==> config.mk <==
export PLATFORM = sky130hd
export DESIGN_NAME = adc_scan_seq
export DESIGN_NICKNAME = d
export VERILOG_FILES = /design/src/rtl/adc_seq_pkg.sv /design/src/rtl/adc_clk_div.sv /design/src/rtl/adc_chan_pick.sv /design/src/rtl/adc_scan_seq.sv
export SDC_FILE = /design/constraint.sdc
export NUM_CORES = 1
export LEC_CHECK = 0
export CORE_ASPECT_RATIO = 1.75
export CORE_MARGIN = 1
export CORE_UTILIZATION = 47
export DETAILED_ROUTE_END_ITERATION = 8
export PLACE_DENSITY = 0.68
export SLEW_MARGIN = 10
export SYNTH_ARGS = -nofsm -noshare
export SYNTH_HDL_FRONTEND = slang
export SYNTH_SLANG_ARGS = --single-unit
==> constraint.sdc <==
create_clock -name clk -period 4.9 [get_ports clk]
set_input_delay 0.735 -clock clk [delete_from_list [all_inputs] [get_ports clk]]
set_output_delay 0.735 -clock clk [all_outputs]
set_load 0.05 [all_outputs]
==> src/rtl/adc_seq_pkg.sv <==
package adc_seq_pkg;
    localparam int LEN_W = 3;
    localparam int ST_CODE_W = 3;
    localparam logic [ST_CODE_W-1:0] START_IDLE = 3'b000;
    localparam logic [ST_CODE_W-1:0] START_NOW  = 3'b001;

    typedef enum logic {
        ST_IDLE = 1'b0,
        ST_CONV = 1'b1
    } seq_st_e;
endpackage

==> src/rtl/adc_clk_div.sv <==
module adc_clk_div #(
    parameter int DIVW = 8
) (
    input  logic            clk,
    input  logic            rst_n,
    input  logic            run,
    input  logic [DIVW-1:0] div,
    output logic            tick
);
    logic [DIVW-1:0] cnt_d, cnt_q;

    always_comb begin
        tick  = run && (cnt_q >= div);
        cnt_d = cnt_q;
        if (!run || tick) begin
            cnt_d = '0;
        end else begin
            cnt_d = cnt_q + 1'b1;
        end
    end

    always_ff @(posedge clk or negedge rst_n) begin
        if (!rst_n) begin
            cnt_q <= '0;
        end else begin
            cnt_q <= cnt_d;
        end
    end
endmodule

==> src/rtl/adc_chan_pick.sv <==
module adc_chan_pick #(
    parameter int NCH = 8,
    localparam int CW = $clog2(NCH)
) (
    input  logic [NCH-1:0] mask,
    input  logic [CW-1:0]  cur,
    output logic [CW-1:0]  first,
    output logic [CW-1:0]  next
);
    logic [NCH-1:0] eff;
    logic           above;

    always_comb begin
        eff   = (mask == '0) ? NCH'(1) : mask;
        first = '0;
        next  = '0;
        above = 1'b0;
        for (int i = NCH - 1; i >= 0; i--) begin
            if (eff[i]) begin
                first = CW'(i);
                if (i > int'(cur)) begin
                    next  = CW'(i);
                    above = 1'b1;
                end
            end
        end
        if (!above) begin
            next = first;
        end
    end
endmodule

==> src/rtl/adc_scan_seq.sv <==
module adc_scan_seq
    import adc_seq_pkg::*;
#(
    parameter int NCH  = 8,
    parameter int RES  = 10,
    parameter int DIVW = 8,
    localparam int CW  = $clog2(NCH),
    localparam int BW  = $clog2(RES + 1)
) (
    input  logic                 clk,
    input  logic                 rst_n,
    input  logic                 cfg_we,
    input  logic [NCH-1:0]       cfg_chmask,
    input  logic [DIVW-1:0]      cfg_div,
    input  logic                 cfg_burst,
    input  logic [LEN_W-1:0]     cfg_len,
    input  logic [ST_CODE_W-1:0] cfg_start,
    input  logic                 cfg_on,
    input  logic                 cmp_hi,
    output logic [RES-1:0]       dac_code,
    output logic [CW-1:0]        mux_sel,
    output logic [RES-1:0]       res_data,
    output logic [CW-1:0]        res_chan,
    output logic                 res_done
);
    typedef struct packed {
        seq_st_e              st;
        logic [NCH-1:0]       mask;
        logic [DIVW-1:0]      div;
        logic                 burst;
        logic [LEN_W-1:0]     len;
        logic [ST_CODE_W-1:0] start;
        logic                 run;
        logic [CW-1:0]        chan;
        logic [RES-1:0]       sar;
        logic [BW-1:0]        pos;
        logic [BW-1:0]        left;
        logic [RES-1:0]       res;
        logic [CW-1:0]        rchan;
        logic                 done;
    } seq_regs_t;

    seq_regs_t d, q;

    logic          tick;
    logic [CW-1:0] first_ch, next_ch;
    logic [BW-1:0] burst_bits;

    adc_clk_div #(.DIVW(DIVW)) u_div (
        .clk  (clk),
        .rst_n(rst_n),
        .run  (q.run),
        .div  (q.div),
        .tick (tick)
    );

    adc_chan_pick #(.NCH(NCH)) u_pick (
        .mask (q.mask),
        .cur  (q.chan),
        .first(first_ch),
        .next (next_ch)
    );

    assign burst_bits = BW'(RES) - BW'(q.len);

    always_comb begin
        d      = q;
        d.done = 1'b0;
        unique case (q.st)
            ST_IDLE: begin
                if (q.run) begin
                    if (!q.burst && q.start == START_NOW) begin
                        d.st    = ST_CONV;
                        d.chan  = first_ch;
                        d.sar   = '0;
                        d.pos   = BW'(RES - 1);
                        d.left  = BW'(RES);
                        d.start = START_IDLE;
                    end else if (q.burst && q.start == START_IDLE) begin
                        d.st   = ST_CONV;
                        d.chan = first_ch;
                        d.sar  = '0;
                        d.pos  = BW'(RES - 1);
                        d.left = burst_bits;
                    end
                end
            end
            ST_CONV: begin
                if (!q.run) begin
                    d.st = ST_IDLE;
                end else if (tick) begin
                    if (q.left != '0) begin
                        d.sar[q.pos] = cmp_hi;
                        d.pos        = q.pos - 1'b1;
                        d.left       = q.left - 1'b1;
                    end else begin
                        d.res   = q.sar;
                        d.rchan = q.chan;
                        d.done  = 1'b1;
                        if (q.burst && q.start == START_IDLE) begin
                            d.chan = next_ch;
                            d.sar  = '0;
                            d.pos  = BW'(RES - 1);
                            d.left = burst_bits;
                        end else begin
                            d.st = ST_IDLE;
                        end
                    end
                end
            end
            default: d.st = ST_IDLE;
        endcase
        if (cfg_we) begin
            d.mask  = cfg_chmask;
            d.div   = cfg_div;
            d.burst = cfg_burst;
            d.len   = cfg_len;
            d.start = cfg_start;
            d.run   = cfg_on;
        end
    end

    always_ff @(posedge clk or negedge rst_n) begin
        if (!rst_n) begin
            q <= '{st: ST_IDLE, mask: NCH'(1), div: '0, burst: 1'b0,
                   len: '0, start: START_IDLE, run: 1'b0, chan: '0,
                   sar: '0, pos: '0, left: '0, res: '0, rchan: '0,
                   done: 1'b0};
        end else begin
            q <= d;
        end
    end

    assign dac_code = q.sar | ((q.st == ST_CONV && q.left != '0)
                               ? (RES'(1) << q.pos) : '0);
    assign mux_sel  = q.chan;
    assign res_data = q.res;
    assign res_chan = q.rchan;
    assign res_done = q.done;
endmodule

==> results_dict.tcl, run 1 <==
set metrics [dict create \
    grt_pass1_vias 2887 \
    tritoncts "yes" \
    cts_num_sinks 68 \
    syn_nets 415 \
    status "finished, violations left" \
    synthFlopType "dfrtp_1" \
    place_inst 486 \
    rows 43 \
    violations "design-rule violations" \
    max_freq_ghz 0.290 \
    irDropWorstVdd_mv 0.236 \
    cts.path.max_buffers 2 \
    ctsResizeCount 0 \
    fillerInstances 678 \
    period_minus_slack_ns 3.45 \
    hold_class "in -> async" \
    cp_cell_sequence "inv_1, ha_1, nand2_1, nand2_1, nor3_1, a21o_1, clkdlybuf4s50_1" \
    area_growth_pct 19.4 \
    gp_congestion 0.806 \
    synth_seq_cells 68 \
    synthArstFlopShare 1.00 \
    placed_area_um2 4370 \
    stdcell_count 501 \
    slowest_delay_ns 0.79 \
    cts-root-buf "clkbuf_16" \
    fp.dieW_um 71.0 \
    grt_usage 0.211 \
    grt_overflow_total 0 \
    start_util 0.489 \
    critPathRequiredTime_ns 4.16 \
    period_share 0.705 \
    fin_nets 452 \
    synth_area_um2 3920 \
    vias 2899 \
    powerDensity_nw_per_um2 419 \
    htreeDepth 3 \
    dpl.hpwl_mm 6.06 \
    grt_pass1_wl_mm 13.8 \
    hold_violations 0 \
    clk_pin_slew_ns 0.05 \
    holdBufCountCts 0 \
    syn-mean-instance-area_um2 10.6 \
    fin_area_um2 4680 \
    cp_common_cell "nand2_1" \
    viasPerCell 5.79 \
    die_area_um2 8720 \
    post_cts_buffers 0 \
    antenna_found_initial 0 \
    clk_latency_ns 0.33 \
    die_h_um 123 \
    path_class "reg -> out" \
    cp_slowest_cell "clkdlybuf4s50_1" \
    syn_inst 370 \
    final_util 0.583 \
    slew_violations 0 \
    first_iter_violations 156 \
    wl_per_cell_um 16.5 \
    drv_cap 0 \
    tightestPinTransition_ns 0.602 \
    finClkSkew_ns 0.00526 \
    ios 55 \
    p_total_w 0.00196 \
    wirelength_mm 8.28 \
    cp-end-kind "output port" \
    num_antenna_cells 0 \
    p_leak_nw 2.13 \
    yosysWarnings 0 \
    synth_cell_types 67 \
    port_buffers 54 \
    synth_edf_count 0 \
    start_kind "register" \
    drive_gt1_frac 0.153 \
    fin_setup_tns_ns 0 \
    ant_nets 0 \
    dr.pass1.iters 9 \
    grt_max_degree 43 \
    cp_max_fo 4 \
    cp.arrival_ns 2.72 \
    setup_viol 0 \
    ys_seq_area_frac 0.435 \
    coreArea_um2 8020 \
    rsz0062_at_grt "no" \
    relSlewSlack 0.593 \
    cts_inserted_buffers 9 \
    drc 6 \
]
-- state kept, by name, indices dropped and copies added (netlist names) --
register / flops
u_div.cnt_q: 8
mux_sel: 3
res_data: 10
res_chan: 3
res_done: 1
q: 43
-- power breakdown --
part           internal, W  switching (W)  leakage (nW)
Sequential        0.000627       0.000113         0.871
Combinational     0.000237       0.000328          1.11
Clock             0.000433       0.000224         0.149
-- through the flow --
stage	setup WS, ns	hold slack (ns)
after detailed placement	1.80	0.480
final	1.45	0.418
after floorplan	2.62	0.439
after global routing	1.29	0.458
after global placement	1.88	0.472
after CTS	1.42	0.434
-- cell usage after synthesis (all sizes together), types with 3 or more instances --
cell type | n | area share
dfrtp | 67 | 0.43
nand2 | 32 | 0.033
mux2 | 29 | 0.091
o21ai | 26 | 0.033
buf | 24 | 0.047
nor2 | 24 | 0.025
inv | 20 | 0.019
ha | 17 | 0.054
a21oi | 11 | 0.014
nand3 | 11 | 0.014
a31oi | 10 | 0.016
a21o | 9 | 0.017
a32o | 7 | 0.018
nor2b | 7 | 0.011
clkbuf | 6 | 0.0057
nor3 | 6 | 0.012
xor2 | 6 | 0.013
nand2b | 5 | 0.0099
a2bb2oi | 3 | 0.0083
and3 | 3 | 0.0048
nor3b | 3 | 0.0086
o22ai | 3 | 0.0064
o2bb2ai | 3 | 0.0067
o31ai | 3 | 0.0057
-- per-layer routing --
metal,vias to the layer above,GRT usage,share of wire
li1,1393,-,-
met1,1407,0.228,0.40
met2,83,0.374,0.54
met3,16,0.0583,0.038
met4,0,0.109,0.031
met5,-,0,0
-- worst paths after layout --
| kind | depth (start not counted) | slack (ns) | start | endpoint |
|---|---|---|---|---|
| worst max-delay path | 7 | 1.45 | q[14] | dac_code[1] |
| worst min-delay path | 1 | 0.42 | rst_n | res_data[1] |
| worst max register to register | 7 | 2.31 | u_div.cnt_q[2] | q[30] |
| worst min register to register | 2 | 0.49 | res_chan[1] | res_chan[1] |
| max in group asynchronous | 2 | 3.51 | rst_n | q[41] |
| min in group clk | 2 | 0.49 | res_chan[1] | res_chan[1] |
-- cells by family (layout without fill, tap and decap cells) --
kind of cell,count (synthesis),count (layout),share of synthesized area
DFF,68,68,0.435
and+or+nand+nor,101,101,0.143
muxes,30,30,0.0936
buffers and inverters,50,91,0.0722
xor gates and xnor gates,8,8,0.0179
AOI/OAI and AO/OA,96,96,0.185
adders and majority gates,17,17,0.0543
-- critical path, delay by kind of cell, from the launching register on --
kind | cells | cell delay, ns
buffers and inverters | 2 | 0.88
and+or+nand+nor | 3 | 0.68
DFF | 1 | 0.38
adders and majority gates | 1 | 0.26
AOI/OAI and AO/OA | 1 | 0.20
-- area by class of cell --
cell class	instances	area, um2	area share
Sequential cell	68	1700	0.364
Multi-Input combinational cell	252	1930	0.413
Clock inverter	1	30.0	0.00642
Timing Repair Buffer	56	551	0.118
Clock buffer	14	274	0.0586
Inverter	20	75.1	0.0161
Tap cell	90	113	0.0241
-- layout by cell type, fill, tap and decap left out, types with 2 or more instances in the layout --
| cell | count |
|---|---|
| dfrtp_1 | 67 |
| clkdlybuf4s50_1 | 53 |
| nand2_1 | 31 |
| o21ai_0 | 24 |
| nor2_1 | 23 |
| mux2_2 | 21 |
| inv_1 | 19 |
| ha_1 | 17 |
| a21oi_1 | 11 |
| nand3_1 | 11 |
| a31oi_1 | 10 |
| a21o_1 | 9 |
| clkbuf_16 | 9 |
| mux2_4 | 8 |
| nor2b_1 | 7 |
| a32o_1 | 7 |
| xor2_1 | 6 |
| nand2b_1 | 4 |
| nor3_1 | 4 |
| and3_1 | 3 |
| o31ai_1 | 3 |
| o2bb2ai_1 | 3 |
| clkbuf_8 | 3 |
| o21ai_1 | 2 |
| o21bai_4 | 2 |
| xnor2_1 | 2 |
| a2bb2oi_1 | 2 |
| nor3b_1 | 2 |
| a221oi_1 | 2 |
| a32oi_1 | 2 |
| o22ai_1 | 2 |
| o22a_1 | 2 |
| clkbuf_1 | 2 |
| buf_4 | 2 |
Note: power is estimated with default switching activity, not from simulation.
==> run 2: changes to the inputs <==
==> constraint.sdc (replaced) <==
create_clock -name clk -period 3.3 [get_ports clk]
set_input_delay 0.495 -clock clk [delete_from_list [all_inputs] [get_ports clk]]
set_output_delay 0.495 -clock clk [all_outputs]
set_load 0.05 [all_outputs]
==> run 2 against run 1 <==
Against the previous run: the flow still finishes with violations (design-rule violations); clock skew fell by 0.00098 ns; clock-buffer cell count did not move; worst setup slack worse by 1.2 ns; sequential power rose by 46%; combinational power is 54% higher; cell area shrank 0.27%; register-to-register slack worse by 1.6 ns; critical endpoint is now dac_code[8]; largest cell class unchanged.
==> results_dict.tcl, run 2 (synthesized netlist as in run 1, its figures left out) <==
set metrics [dict create \
    antenna_found_initial 0 \
    status "finished, violations left" \
    critPathRequiredTime_ns 2.80 \
    num_antenna_cells 0 \
    tightestPinTransition_ns 0.957 \
    cp_max_fo 5 \
    dpl.hpwl_mm 5.98 \
    finClkSkew_ns 0.00428 \
    grt_overflow_total 0 \
    period_share 0.931 \
    p_leak_nw 2.12 \
    port_buffers 54 \
    post_cts_buffers 0 \
    final_cell_mix "dfrtp_1 (67), clkdlybuf4s50_1 (53), nand2_1 (31)" \
    holdBufCountCts 0 \
    cp_num_buf_inv 2 \
    reg2reg_depth 7 \
    rows 43 \
    hold_class "in -> async" \
    seq_area_um2 1700 \
    crit_family "buffers and inverters" \
    powerDensity_nw_per_um2 613 \
    largest_reg_flops 43 \
    max_flop_register "q" \
    tritoncts "yes" \
    slew_violations 0 \
    die_h_um 123 \
    grt_pass1_vias 3011 \
    dr.pass1.iters 9 \
    wirelength_mm 8.23 \
    ant_nets 0 \
    cts-root-buf "clkbuf_16" \
    cp_num_cells 6 \
    grt_pass1_wl_mm 13.8 \
    irDropWorstVdd_mv 0.302 \
    drive_gt1_frac 0.153 \
    start_util 0.489 \
    whs_ns 0.365 \
    multiInputGateArea_um2 1940 \
    cts_inserted_buffers 9 \
    cp_cell_sequence "inv_1, ha_1, nor3b_4, nor2_1, a31o_2, clkdlybuf4s50_1" \
    relSlewSlack 0.360 \
    clk_latency_ns 0.33 \
    fillerInstances 727 \
    ios 55 \
    grt_max_degree 69 \
    drv_cap 0 \
    final_common_cell "dfrtp_1" \
    fin_nets 453 \
    fp.dieW_um 71.0 \
    die_area_um2 8720 \
    setup_viol 0 \
    hold_violations 0 \
    fin_setup_tns_ns 0 \
    max_freq_ghz 0.326 \
    drc 6 \
    cp_slowest_cell "clkdlybuf4s50_1" \
    cp.arrival_ns 2.58 \
    htreeDepth 3 \
    cts_num_sinks 68 \
    clk_pin_slew_ns 0.05 \
    grt_usage 0.208 \
    path_class "reg -> out" \
    cts.path.max_buffers 2 \
    area_growth_pct 19.1 \
    p_total_w 0.00286 \
    viasPerCell 5.74 \
    first_iter_violations 170 \
    period_minus_slack_ns 3.07 \
    rsz0062_at_grt "no" \
    ctsResizeCount 0 \
    vias 2886 \
    violations "design-rule violations" \
    wl_per_cell_um 16.4 \
    slowest_delay_ns 0.69 \
    gp_congestion 0.812 \
    cp-end-kind "output port" \
    start_kind "register" \
    coreArea_um2 8020 \
]
## run 2: cell count changes in the layout (fill, tap and decap cells not counted), sizes merged
cell    change
clkinv      +1
buf         +1
## run 2: layout make-up
class | count | share of cell area
Tap cell | 90 | 0.0241
Inverter | 20 | 0.0161
Clock buffer | 14 | 0.0523
Clock inverter | 2 | 0.00751
Sequential cell | 68 | 0.365
Timing Repair Buffer | 57 | 0.120
Multi-Input combinational cell | 252 | 0.415
## run 2: final timing paths
kind / start / end / slack [ns]
setup / recovery: q[14] / dac_code[8] / 0.23
hold / removal: rst_n / res_done / 0.36
setup reg to reg: u_div.cnt_q[2] / q[30] / 0.71
hold reg to reg: res_chan[1] / res_chan[1] / 0.49
max in group asynchronous: rst_n / u_div.cnt_q[0] / 2.37
min in group clk: res_chan[1] / res_chan[1] / 0.49
## run 2: through the flow
stage	worst slack, ns	instance area (um2)	utilization	instances
floorplan	1.03	3920	-	370
global placement	0.540	4380	0.546	487
detailed placement	0.456	4380	0.546	487
CTS	0.0848	4660	0.581	503
global route	0.0821	4660	0.582	503
finish	0.229	4660	0.582	503
## run 2: where the power goes
part | switching (W) | internal (W)
clock | 0.000322 | 0.000584
sequential | 0.000150 | 0.000932
combinational | 0.000510 | 0.000360
## run 2: layer usage
layer  GRT usage  share of wire
met4       0.120          0.027
met5           0              0
met3      0.0353          0.029
met2       0.384           0.55
met1       0.219           0.40
==> run 3: changes to the inputs <==
--- a/config.mk
+++ b/config.mk
@@ -5,7 +5,7 @@
 export SDC_FILE = /design/constraint.sdc
 export NUM_CORES = 1
 export LEC_CHECK = 0
-export CORE_ASPECT_RATIO = 1.75
+export CORE_ASPECT_RATIO = 1.5
 export CORE_MARGIN = 1
 export CORE_UTILIZATION = 47
 export DETAILED_ROUTE_END_ITERATION = 8
==> run 3 against run 2 <==
Against the previous run: the run now ends clean; global-route usage is 0.19 points lower; critical path depth increased by 1; power increased by 3.4%; cell count is 3.4% higher; sequential share of layout area down 0.56 points; critical path type unchanged.
==> results_dict.tcl, run 3 (synthesized netlist as in run 1, its figures left out) <==
set metrics [dict create \
    status "completed" \
    powerDensity_nw_per_um2 624 \
    p_leak_nw 2.15 \
    path_class "reg -> out" \
    ant_nets 0 \
    grt_max_degree 45 \
    critPathRequiredTime_ns 2.80 \
    cts-root-buf "clkbuf_16" \
    cp-end-kind "output port" \
    drive_gt1_frac 0.166 \
    gp_congestion 0.866 \
    clk_pin_slew_ns 0.06 \
    ios 55 \
    rows 40 \
    dpl_worst_slack_ns 0.608 \
    fin_setup_tns_ns 0 \
    hold_violations 0 \
    num_antenna_cells 0 \
    cp.arrival_ns 2.56 \
    irDropWorstVdd_mv 0.410 \
    fillerInstances 690 \
    finClkSkew_ns 0.00565 \
    first_iter_violations 188 \
    die_h_um 114 \
    slew_violations 0 \
    final_cell_mix "dfrtp_1 (67), clkdlybuf4s50_1 (53), nand2_1 (31)" \
    clk_latency_ns 0.34 \
    vias 2847 \
    final_util 0.588 \
    drv_cap 0 \
    period_share 0.924 \
    max_flop_register "q" \
    drc 0 \
    fp.dieW_um 76.5 \
    ctsResizeCount 0 \
    max_freq_ghz 0.328 \
    ff2ff_setup_slack_ns 0.70 \
    cts_num_sinks 68 \
    grt_pass1_vias 2894 \
    cp_max_fo 5 \
    rsz0062_at_grt "no" \
    placed_area_um2 4410 \
    setup_viol 0 \
    dr.pass1.iters 4 \
    die_area_um2 8710 \
    htreeDepth 3 \
    tritoncts "yes" \
    holdBufCountCts 0 \
    dpl.hpwl_mm 5.72 \
    post_cts_buffers 0 \
    timing.final.ws_setup_ns 0.250 \
    final_common_cell "dfrtp_1" \
    largest_reg_flops 43 \
    period_minus_slack_ns 3.05 \
    start_kind "register" \
    grt_overflow_total 0 \
    cts.path.max_buffers 2 \
    cts_inserted_buffers 9 \
    coreArea_um2 8060 \
    antenna_found_initial 0 \
    hold_class "in -> async" \
    port_buffers 54 \
    start_util 0.486 \
    whs_ns 0.318 \
    fin_nets 455 \
    wirelength_mm 7.91 \
    tightestPinTransition_ns 0.976 \
    relSlewSlack 0.349 \
    grt_pass1_wl_mm 13.8 \
    wl_per_cell_um 15.2 \
    grt_usage 0.206 \
    viasPerCell 5.48 \
    fin_area_um2 4740 \
    area_growth_pct 20.9 \
]
run 3: cell type report:
cell class                 instances  area (um2)  area share
inverter                          20        75.1      0.0158
timing repair buffer              59         573       0.121
clock buffer                      13         280      0.0592
clock inverter                     3        42.5     0.00898
sequential                        68        1700       0.359
multi-input combinational        252        1930       0.408
tap                              105         131      0.0277
run 3: metal layers:
metal	up-vias	track usage	share of wire	routed length, um
met5	-	0	0	0
met4	0	0.121	0.019	154
met3	10	0.0376	0.033	260
met2	67	0.356	0.51	4050
met1	1372	0.238	0.44	3440
li1	1398	-	-	-
run 3: final timing paths:
path	to	from	cells past startpoint
setup / recovery	dac_code[9]	q[14]	7
min in group clk	res_chan[1]	res_chan[1]	2
setup reg to reg	q[30]	u_div.cnt_q[5]	7
hold / removal	q[58]	rst_n	1
max in group asynchronous	u_div.cnt_q[2]	rst_n	2
hold reg to reg	res_chan[1]	res_chan[1]	2
run 3: critical path, cell delays in order (launching register included):
cell             delay [ns]
dfrtp_1                0.37
inv_1                  0.09
ha_1                   0.25
nor3b_4                0.19
nor2_1                 0.27
nand3_1                0.15
nand2b_1               0.10
clkdlybuf4s50_1        0.79
run 3: report_power, final:
group          internal [W]  switching, W
clock network      0.000665      0.000355
registers          0.000932      0.000152
logic              0.000358      0.000492
run 3: metrics by stage:
stage                     total power, W  instances
after floorplan                  0.00173        370
after global placement           0.00193        504
after detailed placement         0.00194        504
after CTS                        0.00297        520
after global routing             0.00313        520
final                            0.00295        520
